**config.mk**
```make
export PLATFORM = sky130hd
export DESIGN_NAME = ldst_seq
export DESIGN_NICKNAME = d
export VERILOG_FILES = /design/src/rtl/ldst_seq_pkg.sv /design/src/rtl/ldst_phase_ctrl.sv /design/src/rtl/ldst_operand_latch.sv /design/src/rtl/ldst_result_path.sv /design/src/rtl/ldst_seq.sv
export SDC_FILE = /design/constraint.sdc
export NUM_CORES = 1
export LEC_CHECK = 0
export ABC_AREA = 1
export BUFFER_PORTS_ARGS = -buffer_cell sky130_fd_sc_hd__buf_2
export CELL_PAD_IN_SITES_DETAIL_PLACEMENT = 0
export CELL_PAD_IN_SITES_GLOBAL_PLACEMENT = 1
export CORE_MARGIN = 10
export CORE_UTILIZATION = 40
export DETAILED_ROUTE_END_ITERATION = 10
export PLACE_DENSITY_LB_ADDON = 0.1
export SYNTH_ARGS = -nofsm -noshare
export SYNTH_HDL_FRONTEND = slang
export SYNTH_SLANG_ARGS = --single-unit
```
**constraint.sdc**
```tcl
create_clock -name clk -period 4 [get_ports clk]
set_clock_uncertainty 0.2 [all_clocks]
set_input_delay 0.8 -clock clk [delete_from_list [all_inputs] [get_ports clk]]
set_output_delay 0.8 -clock clk [all_outputs]
set_load 0.03 [all_outputs]
```
**src/rtl/ldst_seq_pkg.sv**
```systemverilog
package ldst_seq_pkg;

  typedef enum logic [1:0] {
    OPC_ADD   = 2'd0,
    OPC_LOAD  = 2'd1,
    OPC_STORE = 2'd2,
    OPC_RSVD  = 2'd3
  } opc_e;

  typedef enum logic [2:0] {
    PH_IDLE    = 3'd0,
    PH_READ    = 3'd1,
    PH_ADDR    = 3'd2,
    PH_MEMWAIT = 3'd3,
    PH_WRITE   = 3'd4,
    PH_STORE   = 3'd5
  } phase_e;

  function automatic logic opc_is_valid(input logic [1:0] code);
    return code != OPC_RSVD;
  endfunction

  function automatic logic opc_uses_mem(input opc_e code);
    return (code == OPC_LOAD) || (code == OPC_STORE);
  endfunction

endpackage

```
**src/rtl/ldst_phase_ctrl.sv**
```systemverilog
module ldst_phase_ctrl
  import ldst_seq_pkg::*;
(
  input  logic       clk,
  input  logic       rst_n,
  input  logic       issue_i,
  input  logic [1:0] op_i,
  input  opc_e       opc_q,
  input  logic       go_rd_i,
  input  logic       go_addr_i,
  input  logic       ld_valid_i,
  input  logic       go_wr_i,
  input  logic       go_st_i,
  output logic       issue_fire,
  output logic       rd_fire,
  output logic       addr_fire,
  output logic       ld_fire,
  output logic       wr_fire,
  output logic       st_fire,
  output logic       rd_req,
  output logic       addr_req,
  output logic       wr_req,
  output logic       st_req,
  output logic       busy
);

  phase_e phase_q, phase_d;

  assign rd_req   = (phase_q == PH_READ);
  assign addr_req = (phase_q == PH_ADDR);
  assign wr_req   = (phase_q == PH_WRITE);
  assign st_req   = (phase_q == PH_STORE);
  assign busy     = (phase_q != PH_IDLE);

  assign issue_fire = !busy && issue_i && opc_is_valid(op_i);
  assign rd_fire    = rd_req && go_rd_i;
  assign addr_fire  = addr_req && go_addr_i;
  assign ld_fire    = (phase_q == PH_MEMWAIT) && ld_valid_i;
  assign wr_fire    = wr_req && go_wr_i;
  assign st_fire    = st_req && go_st_i;

  always_comb begin
    phase_d = phase_q;
    unique case (phase_q)
      PH_IDLE:    if (issue_fire) phase_d = PH_READ;
      PH_READ:    if (rd_fire) phase_d = opc_uses_mem(opc_q) ? PH_ADDR : PH_WRITE;
      PH_ADDR:    if (addr_fire) phase_d = (opc_q == OPC_LOAD) ? PH_MEMWAIT : PH_STORE;
      PH_MEMWAIT: if (ld_fire) phase_d = PH_WRITE;
      PH_WRITE:   if (wr_fire) phase_d = PH_IDLE;
      PH_STORE:   if (st_fire) phase_d = PH_IDLE;
      default:    phase_d = PH_IDLE;
    endcase
  end

  always_ff @(posedge clk or negedge rst_n) begin
    if (!rst_n) phase_q <= PH_IDLE;
    else        phase_q <= phase_d;
  end

endmodule

```
**src/rtl/ldst_operand_latch.sv**
```systemverilog
module ldst_operand_latch
  import ldst_seq_pkg::*;
#(
  parameter int DATA_W = 32
) (
  input  logic              clk,
  input  logic              rst_n,
  input  logic              issue_fire,
  input  logic              rd_fire,
  input  logic [1:0]        op_i,
  input  logic [DATA_W-1:0] imm_i,
  input  logic [DATA_W-1:0] src1_i,
  input  logic [DATA_W-1:0] src2_i,
  output opc_e              opc_q,
  output logic [DATA_W-1:0] imm_q,
  output logic [DATA_W-1:0] src1_q,
  output logic [DATA_W-1:0] src2_q
);

  localparam int N_SRC = 2;

  logic [DATA_W-1:0] src_in [N_SRC];
  logic [DATA_W-1:0] src_q  [N_SRC];

  assign src_in[0] = src1_i;
  assign src_in[1] = src2_i;

  always_ff @(posedge clk or negedge rst_n) begin
    if (!rst_n) begin
      opc_q <= OPC_ADD;
      imm_q <= '0;
    end else if (issue_fire) begin
      opc_q <= opc_e'(op_i);
      imm_q <= imm_i;
    end
  end

  for (genvar g = 0; g < N_SRC; g++) begin : g_src
    always_ff @(posedge clk or negedge rst_n) begin
      if (!rst_n)       src_q[g] <= '0;
      else if (rd_fire) src_q[g] <= src_in[g];
    end
  end

  assign src1_q = src_q[0];
  assign src2_q = src_q[1];

endmodule

```
**src/rtl/ldst_result_path.sv**
```systemverilog
module ldst_result_path
  import ldst_seq_pkg::*;
#(
  parameter int DATA_W = 32
) (
  input  logic              clk,
  input  logic              rst_n,
  input  logic              rd_fire,
  input  logic              addr_fire,
  input  logic              ld_fire,
  input  opc_e              opc_q,
  input  logic [DATA_W-1:0] src1_i,
  input  logic [DATA_W-1:0] src2_i,
  input  logic [DATA_W-1:0] src1_q,
  input  logic [DATA_W-1:0] imm_q,
  input  logic [DATA_W-1:0] ld_data_i,
  output logic [DATA_W-1:0] addr_q,
  output logic [DATA_W-1:0] result_q
);

  function automatic logic [DATA_W-1:0] wrap_add(input logic [DATA_W-1:0] a,
                                                 input logic [DATA_W-1:0] b);
    return a + b;
  endfunction

  logic add_done;
  assign add_done = rd_fire && (opc_q == OPC_ADD);

  always_ff @(posedge clk or negedge rst_n) begin
    if (!rst_n)         addr_q <= '0;
    else if (addr_fire) addr_q <= wrap_add(src1_q, imm_q);
  end

  always_ff @(posedge clk or negedge rst_n) begin
    if (!rst_n)        result_q <= '0;
    else if (add_done) result_q <= wrap_add(src1_i, src2_i);
    else if (ld_fire)  result_q <= ld_data_i;
  end

endmodule

```
**src/rtl/ldst_seq.sv**
```systemverilog
module ldst_seq
  import ldst_seq_pkg::*;
#(
  parameter int DATA_W = 32
) (
  input  logic              clk,
  input  logic              rst_n,
  input  logic              issue_i,
  input  logic [1:0]        op_i,
  input  logic [DATA_W-1:0] imm_i,
  input  logic [DATA_W-1:0] src1_i,
  input  logic [DATA_W-1:0] src2_i,
  input  logic              go_rd_i,
  output logic              rd_req_o,
  input  logic              go_addr_i,
  output logic              addr_req_o,
  output logic [DATA_W-1:0] addr_o,
  input  logic              ld_valid_i,
  input  logic [DATA_W-1:0] ld_data_i,
  input  logic              go_wr_i,
  output logic              wr_req_o,
  output logic [DATA_W-1:0] result_o,
  input  logic              go_st_i,
  output logic              st_req_o,
  output logic [DATA_W-1:0] st_data_o,
  output logic              busy_o
);

  opc_e              opc_q;
  logic [DATA_W-1:0] imm_q, src1_q, src2_q;
  logic issue_fire, rd_fire, addr_fire, ld_fire, wr_fire, st_fire;

  ldst_phase_ctrl u_ctrl (
    .clk        (clk),
    .rst_n      (rst_n),
    .issue_i    (issue_i),
    .op_i       (op_i),
    .opc_q      (opc_q),
    .go_rd_i    (go_rd_i),
    .go_addr_i  (go_addr_i),
    .ld_valid_i (ld_valid_i),
    .go_wr_i    (go_wr_i),
    .go_st_i    (go_st_i),
    .issue_fire (issue_fire),
    .rd_fire    (rd_fire),
    .addr_fire  (addr_fire),
    .ld_fire    (ld_fire),
    .wr_fire    (wr_fire),
    .st_fire    (st_fire),
    .rd_req     (rd_req_o),
    .addr_req   (addr_req_o),
    .wr_req     (wr_req_o),
    .st_req     (st_req_o),
    .busy       (busy_o)
  );

  ldst_operand_latch #(.DATA_W(DATA_W)) u_opnd (
    .clk        (clk),
    .rst_n      (rst_n),
    .issue_fire (issue_fire),
    .rd_fire    (rd_fire),
    .op_i       (op_i),
    .imm_i      (imm_i),
    .src1_i     (src1_i),
    .src2_i     (src2_i),
    .opc_q      (opc_q),
    .imm_q      (imm_q),
    .src1_q     (src1_q),
    .src2_q     (src2_q)
  );

  ldst_result_path #(.DATA_W(DATA_W)) u_res (
    .clk        (clk),
    .rst_n      (rst_n),
    .rd_fire    (rd_fire),
    .addr_fire  (addr_fire),
    .ld_fire    (ld_fire),
    .opc_q      (opc_q),
    .src1_i     (src1_i),
    .src2_i     (src2_i),
    .src1_q     (src1_q),
    .imm_q      (imm_q),
    .ld_data_i  (ld_data_i),
    .addr_q     (addr_o),
    .result_q   (result_o)
  );

  assign st_data_o = src2_q;

endmodule

```
==> results of run 1 <==
## kinds of logic (layout without fill, tap and decap cells)
group                      count (synthesis)  count (layout)  synth area share (%)
and+or+nand+nor                          936             936                  35.1
buffers and inverters                    189             428                  7.02
AOI/OAI and AO/OA                        169             169                  8.56
DFF                                      165             165                  38.4
adders and majority gates                 66              66                  7.81
xor gates and xnor gates                  26              26                  2.12
muxes                                      8               8                 0.988
other                                      0               7                     0
## per-stage QoR
stage / utilization (%) / hold WS [ns] / total power, uW / instances
after global placement: 46.6 / 0.249 / 8330 / 2101
after CTS: 48.8 / 0.133 / 10100 / 2133
final: 48.9 / 0.118 / 9970 / 2140
after global routing: 48.8 / 0.146 / 10800 / 2139
after detailed placement: 46.6 / 0.253 / 8370 / 2101
after floorplan: - / 0.246 / 6750 / 1559
## sequential cells by signal, summed over array words and instances (netlist names)
| signal | count |
|---|---|
| u_opnd.imm_q | 32 |
| u_opnd.src1_q | 32 |
| u_opnd.src2_q | 32 |
| u_res.addr_q | 32 |
| u_res.result_q | 32 |
| u_ctrl.phase_q | 3 |
| u_opnd.opc_q | 2 |
## metal layers
layer / share of wire, % / wire length, um / track usage (%) / vias up
li1: - / - / - / 5387
met1: 47 / 16500 / 26.5 / 4654
met2: 47 / 16600 / 34.6 / 235
met3: 4.5 / 1610 / 3.97 / 36
met4: 1.9 / 680 / 6.92 / 0
met5: 0 / 0 / 0 / -
## placed cells by master, fill, tap and decap left out, types with 17 or more instances in the layout
| cell type | n |
|---|---|
| clkbuf_16 | 17 |
| buf_2 | 237 |
| a21oi_1 | 78 |
| dfrtp_1 | 165 |
| ha_1 | 64 |
| nand2_1 | 699 |
| nand3_1 | 89 |
| o21ai_0 | 53 |
| inv_1 | 146 |
| nor2_1 | 101 |
## how the worst max path moves through the flow
stage / slack, ns / cells after the start / start / endpoint
after floorplan: 1.40 / 11 / src1_i[0] / u_res.result_q[14]
after global placement: 1.04 / 12 / src1_i[0] / u_res.result_q[14]
after detailed placement: 0.98 / 12 / src1_i[0] / u_res.result_q[14]
after CTS: 1.38 / 7 / u_ctrl.phase_q[1] / u_res.result_q[0]
after global routing: 1.22 / 7 / u_ctrl.phase_q[1] / u_res.result_q[3]
final: 1.43 / 7 / u_ctrl.phase_q[1] / u_res.result_q[0]
## critical path, cell delays in order (launching register included)
cell     delay, ns
dfrtp_1       0.50
nand2_2       0.12
nor2_4        0.18
nand2_2       0.30
nand2_1       0.67
inv_2         0.28
nand2_1       0.12
nand3_1       0.07
## power groups by stage
stage / sequential, uW / clock, uW / combinational [uW]
after floorplan: 3720 / 0 / 3020
final: 2910 / 1660 / 5400
after global routing: 3000 / 1760 / 6060
after global placement: 2920 / 0 / 5410
after detailed placement: 2920 / 0 / 5450
after CTS: 2910 / 1700 / 5460
## layout make-up
type | instances | share of cell area, %
well taps | 335 | 3.26
diodes | 7 | 0.136
clock buffers | 17 | 3.31
flip-flops and latches | 165 | 32.2
multi-input cells | 1205 | 45.8
clock inverters | 15 | 1.13
repair buffers | 243 | 9.72
inverters | 153 | 4.47
==> flow_summary.yaml, run 1 <==
detailed_routing:
  drtIter0Drc: 632
  via_per_inst: 4.82
  routed_wl_um: 35400
  drc: 0
  antenna_left: 0
  first_pass_iters: 6
  wl_per_cell_um: 16.6
  vias: 10300
layout:
  drive_above_1_share_pct: 16.8
  area_growth_syn_to_layout_pct: 19.3
  fill_cells: 2811
  seqCellArea_um2: 4130
  fin_area_um2: 12800
  layout.nets: 1989
  multiInputGateArea_um2: 5880
cts:
  post_cts_buffers: 0
  cts_resized: 0
  clk_pin_slew_worst_paths_ns: 0.08
  ctsHoldBuffers: 0
  clock_latency_ns: 0.43
  cts_tree: "built"
  root_buffer: "clkbuf_16"
  cts.sinks: 165
  h-tree-depth: 4
  cts_buffer_depth: 2
  numCtsBuffers: 17
power_and_ir_drop:
  switching_power_uw: 4930
  p_clk_share_pct: 16.6
  p_per_area_nw_per_um2: 777
  vdd_drop_max_v: 0.000322
  p_seq_share_pct: 29.2
  p_int_uw: 5050
  p_sw_share_pct: 49.4
  p_leak_uw: 0.00739
  comb_power_share_pct: 54.2
setup_path:
  path_class: "reg2reg"
  cp.arrival_ns: 2.69
  cp_data_required_time_ns: 4.12
  crit_path_start_kind: "register"
  r2r_cells: 7
  reg2reg_to: "u_res.result_q[0]"
  rrSetupSlack_ns: 1.43
  r2r-start: "u_ctrl.phase_q[1]"
  cp_max_fo: 22
  end_kind: "register"
placed_design:
  place_congestion: 0.855
  dpl-instance-area_um2: 12300
  port_buffers: 238
  hpwl_um: 28600
  place_ws_ns: 0.978
timing:
  maxSlewViolCount: 0
  max_freq_mhz: 390
  finalCriticalPeriod_ns: 2.57
  hold_violations: 0
  grt_setup_unrepaired: "false"
  fin_crit_sh_pct: 64.1
  setup_ws_ns: 1.43
  slew_headroom_pct: 20.2
  setup-tns-final_ns: 0
  setup_viol: 0
  worst_slew_pin_slew_ns: 1.20
yosys:
  avgSynthCellArea_um2: 6.90
  synth_edf_count: 0
  yosysWarnings: 0
  synth_common_cells: "nand2_1 (699), dfrtp_1 (165), inv_1 (146)"
  syn_area_um2: 10800
  yosysTopAreaCell: "dfrtp_1"
  synth-seq-area-share_pct: 38.4
  syn_inst: 1559
  synthArstFlopShare_pct: 100
  synth_most_common_cell: "nand2_1"
  synth_cell_types: 40
  synth-main-ff-cell: "dfrtp_1"
  synthesis.nets: 1763
  yosys-top-cells-area: "dfrtp_1 (38%), nand2_1 (24%), ha_1 (7.4%)"
  ys_ff_latch: 165
  synth.top_cell.area_share_pct: 38.4
floorplan:
  coreArea_um2: 26300
  die_h_um: 184
  chipWidth_um: 184
  rows: 59
  dieArea_um2: 33900
  start_util_pct: 40.9
  io_pins: 239
grt:
  grt_start_max_net_pins: 65
  grt_pass1_vias: 10500
  overflow: 0
  grt_pass1_wl_um: 55600
  antenna_found_initial: 7
  grtUsageTotal_pct: 20.8
worst_hold_path:
  hp-class: "in2async"
outcome:
  outcome: "finished, final reports clean"
job:
  maxCapViolations: 0
Note: power is estimated with default switching activity, not from simulation.
==> run 2, diff against run 1 <==
--- a/config.mk
+++ b/config.mk
@@ -10,7 +10,7 @@
 export CELL_PAD_IN_SITES_DETAIL_PLACEMENT = 0
 export CELL_PAD_IN_SITES_GLOBAL_PLACEMENT = 1
 export CORE_MARGIN = 10
-export CORE_UTILIZATION = 40
+export CORE_UTILIZATION = 35
 export DETAILED_ROUTE_END_ITERATION = 10
 export PLACE_DENSITY_LB_ADDON = 0.1
 export SYNTH_ARGS = -nofsm -noshare
==> constraint.sdc (replaced) <==
create_clock -name clk -period 2.1 [get_ports clk]
set_clock_uncertainty 0.2 [all_clocks]
set_input_delay 0.42 -clock clk [delete_from_list [all_inputs] [get_ports clk]]
set_output_delay 0.42 -clock clk [all_outputs]
set_load 0.03 [all_outputs]
==> flow_summary.yaml, run 2 (synthesis gave the netlist of run 1 again) <==
grt:
  grtUsageTotal_pct: 20.1
  grt_pass1_wl_um: 61700
  grt_pass1_vias: 11600
  antenna_found_initial: 4
  grt_start_max_net_pins: 66
  overflow: 0
timing:
  slew_headroom_pct: 69.2
  max_freq_mhz: 456
  fin_crit_sh_pct: 105
  hold_violations: 0
  setup_viol: 7
  setup_ws_ns: -0.0950
  finalCriticalPeriod_ns: 2.19
  worst_slew_pin_slew_ns: 0.462
  grt_setup_unrepaired: "true"
  maxSlewViolCount: 0
setup_path:
  rrSetupSlack_ns: -0.09
  path_class: "reg2reg"
  r2r_cells: 11
  cp_data_required_time_ns: 2.23
  cp.arrival_ns: 2.32
  end_kind: "register"
  reg2reg_to: "u_res.addr_q[20]"
  cp_max_fo: 4
  crit_path_start_kind: "register"
  r2r-start: "u_opnd.imm_q[0]"
worst_hold_path:
  hold_depth: 3
  min_from: "src2_i[27]"
  holdPathEnd: "u_opnd.src2_q[27]"
  hp-class: "in2reg"
layout:
  utilization_pct: 50.3
  mostFrequentLayoutCell: "nand2_1"
  layout.nets: 2199
  fill_cells: 3164
  drive_above_1_share_pct: 29.5
  layout_common_cells: "nand2_1 (680), buf_2 (234), buf_4 (176), dfrtp_1 (161), inv_1 (146)"
  area_growth_syn_to_layout_pct: 42.2
cts:
  numCtsBuffers: 17
  clock_latency_ns: 0.44
  cts.sinks: 165
  clk_pin_slew_worst_paths_ns: 0.07
  cts_buffer_depth: 2
  cts_tree: "built"
  root_buffer: "clkbuf_16"
  h-tree-depth: 4
detailed_routing:
  drtIter0Drc: 544
  vias: 11100
  wl_per_cell_um: 16.1
  routed_wl_um: 38800
  antenna_left: 0
  first_pass_iters: 5
  via_per_inst: 4.61
  drc: 0
floorplan:
  rows: 64
  die_h_um: 195
  coreArea_um2: 30400
  io_pins: 239
  dieArea_um2: 38200
  start_util_pct: 35.4
  chipWidth_um: 195
job:
  maxCapViolations: 0
placed_design:
  place_congestion: 0.834
  hpwl_um: 31000
  port_buffers: 238
power_and_ir_drop:
  p_per_area_nw_per_um2: 1460
  power_uw: 22400
  p_leak_uw: 0.00850
  vdd_drop_max_v: 0.000586
outcome:
  violations: "negative setup slack"
  outcome: "finished with violations"
run 2: cell count changes in the layout (fill, tap and decap cells not counted), moves of 18 or more:
cell,before,now
a21oi_1,78,54
dlygate4sd3_1,0,30
nand2_1,699,680
nand2_2,3,21
a21oi_2,1,22
nor2_1,101,82
buf_4,4,176
ha_1,64,41
run 2: critical path, stage by stage (launching register included):
cell and delay, ns:
dfrtp_1 0.38, ha_2 0.20, fa_2 0.35, nand2_2 0.08, nand3_2 0.07, and2_4 0.17, buf_6 0.11, nand4_1 0.11
nand3_2 0.11, nor2_1 0.08, nand3b_1 0.15, nand2_1 0.06
run 2: what timing repair did:
| action | 4_1_cts | 5_1_grt |
|---|---|---|
| endpoints found under the setup margin | 24 | 64 |
| hold buffers | 30 | 0 |
| resized for setup | 56 | 86 |
| endpoints found under the hold margin | 57 | 0 |
| setup buffers | 4 | 5 |
| pin swaps | 4 | 18 |
run 2: final cells by class:
class	count	area, um2	area share, %
Multi-Input combinational cell	1205	6470	42.3
Sequential cell	165	4130	27.0
Timing Repair Buffer	453	3010	19.6
Inverter	153	574	3.75
Tap cell	396	495	3.24
Clock buffer	25	485	3.17
Clock inverter	7	120	0.785
Antenna cell	4	10.0	0.0654
run 2: where the power goes:
| group | switching [uW] | internal (uW) |
|---|---|---|
| clock network | 1360 | 1970 |
| registers | 1070 | 4660 |
| logic | 7870 | 5430 |
| total | 10300 | 12100 |
run 2: how the worst max path moves through the flow:
stage,start,end,slack (ns),cells after the start
global placement,src1_i[0],u_res.result_q[14],-0.35,12
detailed placement,src1_i[0],u_res.result_q[14],-0.37,12
floorplan,src1_i[0],u_res.result_q[14],-0.04,11
global route,u_opnd.src1_q[0],u_res.addr_q[20],-0.20,11
finish,u_opnd.imm_q[0],u_res.addr_q[20],-0.09,11
CTS,u_opnd.imm_q[0],u_res.addr_q[20],-0.09,11
run 2: metal layers:
| metal | vias to the layer above | part of all wire [%] | global-route usage [%] |
|---|---|---|---|
| met1 | 5098 | 45 | 25.1 |
| met3 | 31 | 3.4 | 3.24 |
| met2 | 171 | 50 | 34.9 |
| li1 | 5802 | - | - |
| met4 | 0 | 1.7 | 5.85 |
| met5 | - | 0 | 0 |
run 2: metrics by stage:
stage	setup WS (ns)	area (um2)	cells	hold slack [ns]	setup TNS [ns]
after floorplan	-0.0368	10800	1559	-0.0756	-0.0459
after global routing	-0.197	15300	2407	0.00109	-1.80
final	-0.0950	15300	2408	0.00572	-0.426
after global placement	-0.352	13700	2333	0.137	-6.97
after detailed placement	-0.367	13700	2333	0.140	-7.97
after CTS	-0.0904	14900	2399	0.0000740	-0.440
==> run 3, diff against run 2 <==
--- a/config.mk
+++ b/config.mk
@@ -6,12 +6,14 @@
 export NUM_CORES = 1
 export LEC_CHECK = 0
 export ABC_AREA = 1
-export BUFFER_PORTS_ARGS = -buffer_cell sky130_fd_sc_hd__buf_2
+export CAP_MARGIN = 20
 export CELL_PAD_IN_SITES_DETAIL_PLACEMENT = 0
 export CELL_PAD_IN_SITES_GLOBAL_PLACEMENT = 1
 export CORE_MARGIN = 10
-export CORE_UTILIZATION = 35
+export CORE_UTILIZATION = 40
+export CTS_CLUSTER_SIZE = 30
 export DETAILED_ROUTE_END_ITERATION = 10
+export DONT_BUFFER_PORTS = 1
 export PLACE_DENSITY_LB_ADDON = 0.1
 export SYNTH_ARGS = -nofsm -noshare
 export SYNTH_HDL_FRONTEND = slang
==> flow_summary.yaml, run 3 (synthesis gave the netlist of run 1 again) <==
detailed_routing:
  vias: 10700
  drc: 0
  wl_per_cell_um: 17.7
  via_per_inst: 4.97
  first_pass_iters: 5
  drtIter0Drc: 684
  antenna_left: 0
  routed_wl_um: 38000
setup_path:
  end_kind: "register"
  cp.arrival_ns: 2.25
  r2r-start: "u_opnd.src1_q[0]"
  cp_data_required_time_ns: 2.21
  cp_max_fo: 4
  crit_path_start_kind: "register"
  startpoint: "u_opnd.src1_q[0]"
  path_class: "reg2reg"
outcome:
  violations: "negative hold slack, negative setup slack"
  outcome: "finished with violations"
timing:
  setup_ws_ns: -0.0394
  maxSlewViolCount: 0
  finalCriticalPeriod_ns: 2.14
  grt_setup_unrepaired: "true"
  worst_slew_pin_slew_ns: 0.434
  slew_headroom_pct: 71.0
  max_freq_mhz: 467
  hold_violations: 165
  fin_crit_sh_pct: 102
  setup_viol: 5
  hold_ws_ns: -0.516
floorplan:
  chipWidth_um: 184
  dieArea_um2: 33900
  rows: 59
  die_h_um: 184
  coreArea_um2: 26300
  start_util_pct: 40.9
  io_pins: 239
grt:
  antenna_found_initial: 0
  overflow: 0
  grt_pass1_wl_um: 59400
  grt_pass1_vias: 10800
  grtUsageTotal_pct: 22.2
  grt_start_max_net_pins: 166
placed_design:
  port_buffers: 0
  hpwl_um: 28600
  dpl-instance-area_um2: 12200
  place_congestion: 0.879
cts:
  root_buffer: "clkbuf_16"
  cts.sinks: 165
  cts_buffer_depth: 2
  cts_tree: "built"
  h-tree-depth: 4
  clock_latency_ns: 0.43
  numCtsBuffers: 17
  clk_pin_slew_worst_paths_ns: 0.07
  ctsHoldBuffers: 105
layout:
  layout.nets: 2009
  layout_common_cells: "nand2_1 (668), dfrtp_1 (159), buf_4 (151), inv_1 (144), dlygate4sd3_1 (105)"
  mostFrequentLayoutCell: "nand2_1"
  drive_above_1_share_pct: 20.3
  area_growth_syn_to_layout_pct: 37.0
  fin_area_um2: 14700
  fill_cells: 2563
  antenna_cells: 0
job:
  maxCapViolations: 0
worst_hold_path:
  hp-class: "in2async"
power_and_ir_drop:
  power_uw: 21800
  p_per_area_nw_per_um2: 1480
  vdd_drop_max_v: 0.000684
  p_leak_uw: 0.00768
==> run 3: cell types whose count changed in the layout (fill, tap and decap cells not counted), moves of 7 or more <==
cell,change
buf_4,-25
nand2_1,-12
nand2_2,+9
ha_4,+8
nand3_1,-8
nor2_4,+7
buf_2,-234
dlygate4sd3_1,+75
nand3_2,+7
==> run 3: critical path, cell delays in order (launching register included) <==
cell and delay, ns:
dfrtp_1 0.42, ha_4 0.18, fa_2 0.39, nand2_2 0.07, nand3_2 0.06, nand3b_1 0.10, nand2_2 0.08, nand3_2 0.10
nand2_4 0.08, or2_4 0.24, nand3_2 0.06, nand2_1 0.05
==> run 3: cell type report <==
| cell class | instances | area, um2 | share of cell area, % |
|---|---|---|---|
| clock buffer | 18 | 429 | 2.91 |
| clock inverter | 14 | 119 | 0.806 |
| inverter | 153 | 574 | 3.90 |
| multi-input combinational | 1205 | 6750 | 45.8 |
| sequential | 165 | 4140 | 28.1 |
| tap | 335 | 419 | 2.84 |
| timing repair buffer | 263 | 2310 | 15.7 |
==> run 3: what timing repair did <==
action | CTS | global route
hold endpoints to repair | 268 | 165
endpoints found under the setup margin | 25 | 25
resized for setup | 57 | 142
setup buffers | 0 | 12
pin swaps | 7 | 44
==> run 3: power by group <==
part | switching, uW | internal (uW)
Clock | 1480 | 1560
Combinational | 5920 | 5130
Sequential | 3110 | 4640
Total | 10500 | 11300
==> run 3: stage by stage <==
stage / TNS [ns] / utilization [%] / setup WS (ns) / instances / hold WS, ns
after global routing: -1.34 / 56.1 / -0.128 / 2153 / -0.544
after global placement: -3.58 / 46.3 / -0.217 / 2004 / -0.0678
after floorplan: -0.0459 / - / -0.0368 / 1559 / -0.0756
after detailed placement: -4.61 / 46.3 / -0.241 / 2004 / -0.0672
final: -0.0766 / 56.1 / -0.0394 / 2153 / -0.516
after CTS: -0.0188 / 53.5 / -0.0108 / 2141 / -0.533
==> run 3: path summary, 6_finish.rpt <==
check	to	slack, ns	depth (start not counted)
max in group asynchronous	u_opnd.src1_q[28]	2.02	0
worst max-delay path	u_res.addr_q[14]	-0.04	11
min in group clk	u_res.result_q[29]	0.01	3
worst max register to register	u_res.addr_q[14]	-0.04	11
worst min-delay path	u_res.addr_q[0]	-0.52	0
worst min register to register	u_opnd.imm_q[20]	0.29	2
==> run 3: routing by layer <==
layer  track usage [%]  share of wire (%)  wire length, um  vias to the layer above
met5                 0                  0                0                        -
met4              6.78                2.3              884                        0
met3              5.12                6.2             2340                       55
met2              37.7                 48            18400                      274
met1              27.5                 43            16400                     4953
li1                  -                  -                -                     5416
